File: config.mk
export PLATFORM = sky130hd
export DESIGN_NAME = lcd_scan_ctrl
export DESIGN_NICKNAME = d
export VERILOG_FILES = /design/src/rtl/lcd_scan_pkg.sv /design/src/rtl/lcd_cfg_reg.sv /design/src/rtl/lcd_line_seq.sv /design/src/rtl/lcd_seg_assemble.sv /design/src/rtl/lcd_scan_ctrl.sv
export SDC_FILE = /design/constraint.sdc
export NUM_CORES = 1
export LEC_CHECK = 0
export ABC_AREA = 1
export BUFFER_PORTS_ARGS = -buffer_cell sky130_fd_sc_hd__buf_2
export CORE_AREA = 10 10 71 73
export DETAILED_ROUTE_END_ITERATION = 8
export DIE_AREA = 0 0 81 83
export PLACE_DENSITY = 0.82
export SLEW_MARGIN = 20
export SYNTH_ARGS = -nofsm -noshare
export SYNTH_HDL_FRONTEND = slang
export SYNTH_SLANG_ARGS = --single-unit
export TNS_END_PERCENT = 10
File: constraint.sdc
create_clock -name clk -period 2.23 [get_ports clk]
set_input_delay 0.446 -clock clk [delete_from_list [all_inputs] [get_ports clk]]
set_output_delay 0.446 -clock clk [all_outputs]
set_load 0.03 [all_outputs]
File: src/rtl/lcd_scan_pkg.sv
package lcd_scan_pkg;

  typedef enum logic [1:0] {
    MODE_OFF     = 2'd0,
    MODE_NORMAL  = 2'd1,
    MODE_ALL_ON  = 2'd2,
    MODE_ALL_OFF = 2'd3
  } disp_mode_e;

  typedef struct packed {
    logic       seg_asc;
    logic       com_asc;
    logic       area_sel;
    logic       pix_pass;
    logic [1:0] rsvd;
    disp_mode_e mode;
  } scan_cfg_t;

  localparam logic [7:0] CFG_RESET = 8'hD0;

  // Index after optional mirroring across n positions.
  function automatic int mirror_idx(input int i, input int n, input logic asc);
    return asc ? i : (n - 1 - i);
  endfunction

  // Word address of a segment inside the selected area.
  function automatic int word_addr(input int seg, input int nseg, input logic asc,
                                   input logic area);
    return (area ? nseg : 0) + mirror_idx(seg, nseg, asc);
  endfunction

endpackage

File: src/rtl/lcd_cfg_reg.sv
module lcd_cfg_reg
  import lcd_scan_pkg::*;
(
  input  logic       clk,
  input  logic       rst_n,
  input  logic       wr,
  input  logic [7:0] wdata,
  input  logic       frame_load,
  output logic [7:0] rdata,
  output scan_cfg_t  active
);

  logic [7:0] pending_q;
  logic [7:0] active_q;

  always_ff @(posedge clk or negedge rst_n) begin
    if (!rst_n) begin
      pending_q <= CFG_RESET;
    end else if (wr) begin
      pending_q <= {wdata[7:4], 2'b00, wdata[1:0]};
    end
  end

  always_ff @(posedge clk or negedge rst_n) begin
    if (!rst_n) begin
      active_q <= CFG_RESET;
    end else if (frame_load) begin
      active_q <= pending_q;
    end
  end

  assign rdata  = pending_q;
  assign active = scan_cfg_t'(active_q);

  // reserved bits never read back as 1
  p_rsvd_zero_r6: assert property (@(posedge clk) disable iff (!rst_n)
    rdata[3:2] == 2'b00);

  // working settings move only at a frame start
  p_active_hold_r8: assert property (@(posedge clk) disable iff (!rst_n)
    !frame_load |=> $stable(active_q));

endmodule

File: src/rtl/lcd_line_seq.sv
module lcd_line_seq #(
  parameter int NUM_SEG = 8,
  parameter int NUM_COM = 8,
  localparam int SEG_W = (NUM_SEG > 1) ? $clog2(NUM_SEG) : 1,
  localparam int COM_W = (NUM_COM > 1) ? $clog2(NUM_COM) : 1
) (
  input  logic             clk,
  input  logic             rst_n,
  input  logic             scan_en,
  input  logic             tick,
  output logic             rd_req,
  output logic [SEG_W-1:0] rd_seg,
  output logic             line_done,
  output logic             frame_load,
  output logic [COM_W-1:0] com_idx
);

  typedef enum logic [1:0] {S_IDLE, S_READ, S_DRAIN, S_DONE} seq_e;

  localparam logic [SEG_W-1:0] SEG_LAST = SEG_W'(NUM_SEG - 1);
  localparam logic [COM_W-1:0] COM_LAST = COM_W'(NUM_COM - 1);

  seq_e             state_q;
  logic [SEG_W-1:0] seg_q;
  logic [COM_W-1:0] com_q;
  logic             line_start;

  assign line_start = (state_q == S_IDLE) && tick && scan_en;
  assign frame_load = line_start && (com_q == '0);

  always_ff @(posedge clk or negedge rst_n) begin
    if (!rst_n) begin
      state_q <= S_IDLE;
      seg_q   <= '0;
      com_q   <= '0;
    end else begin
      case (state_q)
        S_IDLE: if (line_start) begin
          state_q <= S_READ;
          seg_q   <= '0;
        end
        S_READ: begin
          if (seg_q == SEG_LAST) state_q <= S_DRAIN;
          else                   seg_q   <= seg_q + 1'b1;
        end
        S_DRAIN: state_q <= S_DONE;
        default: begin
          state_q <= S_IDLE;
          com_q   <= (com_q == COM_LAST) ? '0 : com_q + 1'b1;
        end
      endcase
    end
  end

  assign rd_req    = (state_q == S_READ);
  assign rd_seg    = seg_q;
  assign line_done = (state_q == S_DONE);
  assign com_idx   = com_q;

  // line strobe lasts exactly one cycle
  p_valid_pulse_r9: assert property (@(posedge clk) disable iff (!rst_n)
    line_done |=> !line_done);

  // common index wraps after the last line
  p_com_wrap_r9: assert property (@(posedge clk) disable iff (!rst_n)
    (line_done && com_q == COM_LAST) |=> (com_q == '0));

  // no line starts while scanning is disabled
  p_no_scan_off_r7: assert property (@(posedge clk) disable iff (!rst_n)
    (state_q == S_IDLE && !scan_en) |=> (state_q == S_IDLE));

endmodule

File: src/rtl/lcd_seg_assemble.sv
module lcd_seg_assemble
  import lcd_scan_pkg::*;
#(
  parameter int NUM_SEG = 8,
  parameter int NUM_COM = 8,
  localparam int SEG_W = (NUM_SEG > 1) ? $clog2(NUM_SEG) : 1,
  localparam int COM_W = (NUM_COM > 1) ? $clog2(NUM_COM) : 1
) (
  input  logic               clk,
  input  logic               rst_n,
  input  logic               rd_req,
  input  logic [SEG_W-1:0]   rd_seg,
  input  logic [NUM_COM-1:0] mem_rdata,
  input  logic [COM_W-1:0]   bit_sel,
  input  scan_cfg_t          cfg,
  input  logic               line_done,
  output logic [NUM_SEG-1:0] seg_out,
  output logic               disp_active
);

  logic               pend_q;
  logic [SEG_W-1:0]   pend_seg_q;
  logic [NUM_SEG-1:0] pix_q;
  logic               pix_new;

  assign pix_new = mem_rdata[bit_sel] ^ ~cfg.pix_pass;

  always_ff @(posedge clk or negedge rst_n) begin
    if (!rst_n) begin
      pend_q     <= 1'b0;
      pend_seg_q <= '0;
      pix_q      <= '0;
    end else begin
      pend_q     <= rd_req;
      pend_seg_q <= rd_seg;
      if (pend_q) pix_q[pend_seg_q] <= pix_new;
    end
  end

  always_comb begin
    case (cfg.mode)
      MODE_NORMAL: seg_out = pix_q;
      MODE_ALL_ON: seg_out = '1;
      default:     seg_out = '0;
    endcase
  end

  assign disp_active = (cfg.mode != MODE_OFF);

  // display off blanks the line and drops the active flag
  p_off_blank_r5: assert property (@(posedge clk) disable iff (!rst_n)
    (line_done && cfg.mode == MODE_OFF) |-> (seg_out == '0 && !disp_active));

  // forced all-on ignores the memory data and inversion
  p_all_on_r5: assert property (@(posedge clk) disable iff (!rst_n)
    (line_done && cfg.mode == MODE_ALL_ON) |-> (seg_out == '1));

endmodule

File: src/rtl/lcd_scan_ctrl.sv
module lcd_scan_ctrl
  import lcd_scan_pkg::*;
#(
  parameter int NUM_SEG = 8,
  parameter int NUM_COM = 8,
  localparam int ADDR_W = $clog2(2 * NUM_SEG),
  localparam int SEG_W  = (NUM_SEG > 1) ? $clog2(NUM_SEG) : 1,
  localparam int COM_W  = (NUM_COM > 1) ? $clog2(NUM_COM) : 1
) (
  input  logic               clk,
  input  logic               rst_n,
  input  logic               reg_wr,
  input  logic [7:0]         reg_wdata,
  output logic [7:0]         reg_rdata,
  input  logic               scan_en,
  input  logic               tick,
  output logic               mem_rd,
  output logic [ADDR_W-1:0]  mem_addr,
  input  logic [NUM_COM-1:0] mem_rdata,
  output logic               line_valid,
  output logic [NUM_SEG-1:0] line_seg,
  output logic [COM_W-1:0]   line_com,
  output logic               disp_active
);

  scan_cfg_t        cfg;
  logic             frame_load;
  logic             rd_req;
  logic [SEG_W-1:0] rd_seg;
  logic             line_done;
  logic [COM_W-1:0] com_idx;
  logic [COM_W-1:0] bit_sel;

  lcd_cfg_reg u_cfg (
    .clk        (clk),
    .rst_n      (rst_n),
    .wr         (reg_wr),
    .wdata      (reg_wdata),
    .frame_load (frame_load),
    .rdata      (reg_rdata),
    .active     (cfg)
  );

  lcd_line_seq #(.NUM_SEG(NUM_SEG), .NUM_COM(NUM_COM)) u_seq (
    .clk        (clk),
    .rst_n      (rst_n),
    .scan_en    (scan_en),
    .tick       (tick),
    .rd_req     (rd_req),
    .rd_seg     (rd_seg),
    .line_done  (line_done),
    .frame_load (frame_load),
    .com_idx    (com_idx)
  );

  assign mem_rd   = rd_req;
  assign mem_addr = ADDR_W'(word_addr(int'(rd_seg), NUM_SEG, cfg.seg_asc, cfg.area_sel));
  assign bit_sel  = COM_W'(mirror_idx(int'(com_idx), NUM_COM, cfg.com_asc));

  lcd_seg_assemble #(.NUM_SEG(NUM_SEG), .NUM_COM(NUM_COM)) u_asm (
    .clk         (clk),
    .rst_n       (rst_n),
    .rd_req      (rd_req),
    .rd_seg      (rd_seg),
    .mem_rdata   (mem_rdata),
    .bit_sel     (bit_sel),
    .cfg         (cfg),
    .line_done   (line_done),
    .seg_out     (line_seg),
    .disp_active (disp_active)
  );

  assign line_valid = line_done;
  assign line_com   = com_idx;

  // every address stays inside the selected area
  p_area_range_r3: assert property (@(posedge clk) disable iff (!rst_n)
    mem_rd |-> ((int'(mem_addr) >= (cfg.area_sel ? NUM_SEG : 0)) &&
                (int'(mem_addr) <  (cfg.area_sel ? 2 * NUM_SEG : NUM_SEG))));

  // no read is issued while the line strobe is up
  p_no_read_at_valid_r9: assert property (@(posedge clk) disable iff (!rst_n)
    line_valid |-> !mem_rd);

endmodule

==> results.yml <==
outcome:
  status: "complete, no violations"
floorplanning:
  fp-row-count: 22
  initial_utilization_pct: 50.9
  coreArea_mm2: 0.00363
  die_area_mm2: 0.00672
  ios: 47
  die_w_um: 81
  die_y_um: 83
setup_path:
  worstPathArrival_ps: 1530
  rr_endpoint: "u_seq.rd_seg[2]$_DFFE_PN0P_"
  critPathMaxFanout: 8
  r2r_setup_slack_ps: 500
  path_class: "reg2out"
  reg2reg_depth: 9
  r2r_start: "u_seq.rd_seg[0]$_DFFE_PN0P_"
  crit_path_end_kind: "primary output"
  startpoint_type: "flip-flop"
  critPathLaunch: "u_cfg.active[1]$_DFFE_PN0P_"
  crit_required_ps: 1780
synthesis:
  synth-main-ff-cell: "dfrtp_1"
  synth_edf_count: 0
  yosysTopAreaCellShare_pct: 35.2
  yosysSeqAreaShare_pct: 43.7
  netlist_top_cells_count: "nand2_1 (50), inv_1 (33), dfrtp_1 (26), o21ai_0 (22), nor2_1 (18)"
  yosysUniqueCellTypes: 20
  yosysMostFrequentCell: "nand2_1"
  yosysTopAreaCell: "dfrtp_1"
  avgSynthCellArea_um2: 8.15
  ys_ff_latch: 32
  synthCells: 227
  synth_area_leaders: "dfrtp_1 (35%), nand2_1 (10%), ha_1 (8.8%), dfstp_2 (8.5%), inv_1 (6.7%)"
  syn_area_mm2: 0.00185
  synthArstFlopShare_pct: 100
  synth_warnings: 0
timing:
  skew_ps: 8.14
  maxSlewViolCount: 0
  finalSetupViolations: 0
  setup_ws_ps: 250
  min_period_ps: 1980
  relSlewSlack_pct: 55.3
  final_hold_viol_count: 0
  max_slew.worst_pin.slew_ps: 670
  setup_tns_ps: 0
  max_freq_mhz: 505
  rsz0062_at_grt: "false"
  fin_crit_sh_pct: 88.8
clock_network:
  clk_pin_slew_ps: 70
  post_cts_resized: 0
  cts_setup_buffers: 0
  cts_made_buffers: 5
  cts_hold_buf: 0
  cts_tree: "done"
  cts_root_buffer: "clkbuf_8"
  cts_max_path_buffers: 2
  htree_levels: 2
  cts.sinks: 32
  clk_latency_ps: 280
pwr:
  total_power_mw: 3.49
  powerDensity_mw_per_mm2: 1600
  leakagePower_nw: 1.13
  irDropWorstVdd_mv: 0.663
global_routing:
  grt_pass1_vias: 1573
  grt_max_degree: 33
  antenna_found_initial: 0
  gr-total-overflow: 0
  grt_first_pass_wirelength_um: 6680
  grt_usage_pct: 12.1
route:
  initialDrtViolationCount: 63
  drtPass1Iterations: 4
  ant_nets: 0
  vias: 1541
  via_per_inst: 4.80
  drc: 0
  routedWlPerCell_um: 11.9
  totalWireLength_um: 3810
worst_hold_path:
  hold_class: "in2async"
final_layout:
  areaGrowthSynthToFinish_pct: 17.8
  drive_gt1_share_pct: 26.7
  final_util_pct: 60.0
  nFillCells: 343
  nNetsFinal: 306
  n_antenna_cell: 0
place:
  place_hpwl_um: 3050
  place_congestion: 0.869
  preCtsSetupSlack_ps: 511
  io_buffers: 42
job:
  max_cap_violations: 0
[flip-flops by register name (all words and copies together) (netlist names)]
register / flops
u_asm.pend_q: 1
u_asm.pix_q: 8
u_cfg.rdata: 6
u_seq.rd_seg: 3
u_seq.state_q: 2
u_asm.pend_seg_q: 3
u_seq.com_idx: 3
u_cfg.active: 6
[area by class of cell]
cell class / count / area [µm²] / share of cell area [%]
tap: 48 / 60.1 / 2.76
clock inverter: 1 / 5.00 / 0.230
clock buffer: 7 / 76.3 / 3.50
sequential: 32 / 808 / 37.1
inverter: 36 / 135 / 6.20
timing repair buffer: 43 / 218 / 9.99
multi-input combinational: 154 / 876 / 40.2
[layout by cell type, fill, tap and decap left out, drive strengths merged]
cell type and n:
clkbuf 7, xnor2 4, inv 36, clkinv 1, o21ai 22, mux2 4, dfstp 6, a22o 2
dfrtp 26, nand2 58, nand3 20, conb 2, nor2 18, buf 43, a21oi 10, ha 13
nand3b 1
[critical path, cell delays in order, from the launching register on]
cell and delay [ps]:
dfrtp_1 390, inv_1 100, ha_1 310, nand2_1 100, a21oi_1 140, buf_2 220
[power breakdown]
part	internal (mW)	switching, mW	total (mW)
sequential	0.839	0.203	1.04
clock	0.218	0.196	0.414
combinational	0.647	1.39	2.04
total	1.71	1.79	3.49
[through the flow]
| stage | cells | hold WS (ps) | cell area (µm²) |
|---|---|---|---|
| global placement | 313 | 439 | 2100 |
| finish | 321 | 195 | 2180 |
| CTS | 321 | 223 | 2180 |
| floorplan | 228 | 150 | 1850 |
| global route | 321 | 246 | 2180 |
| detailed placement | 313 | 446 | 2100 |
[routing by layer]
layer	up-vias	routed length, µm	track usage [%]
met5	-	0	0
met1	703	1630	13.3
met2	30	1870	20.8
li1	800	-	-
met3	8	224	3.23
met4	0	91	5.63
[kinds of logic after synthesis]
kind of cell | count (synthesis) | share of synthesized area (%)
adder cells (fa/ha/maj) | 13 | 8.80
AO/OA/AOI/OAI | 34 | 9.61
buffers and inverters | 42 | 9.13
multiplexers | 4 | 2.44
XOR/XNOR | 4 | 1.89
AND/OR/NAND/NOR | 97 | 24.2
flip-flops | 32 | 43.7
other | 1 | 0.203
[worst max-delay path by stage]
| stage | to | slack, ps | cells past startpoint |
|---|---|---|---|
| after floorplan | line_seg[0] | 430 | 5 |
| after global placement | u_seq.rd_seg[1]$_DFFE_PN0P_ | 550 | 9 |
| after detailed placement | u_seq.rd_seg[2]$_DFFE_PN0P_ | 510 | 9 |
| after CTS | line_seg[6] | 240 | 5 |
| after global routing | line_seg[6] | 130 | 5 |
| final | line_seg[6] | 250 | 5 |
(Power assumes the default switching activity.)
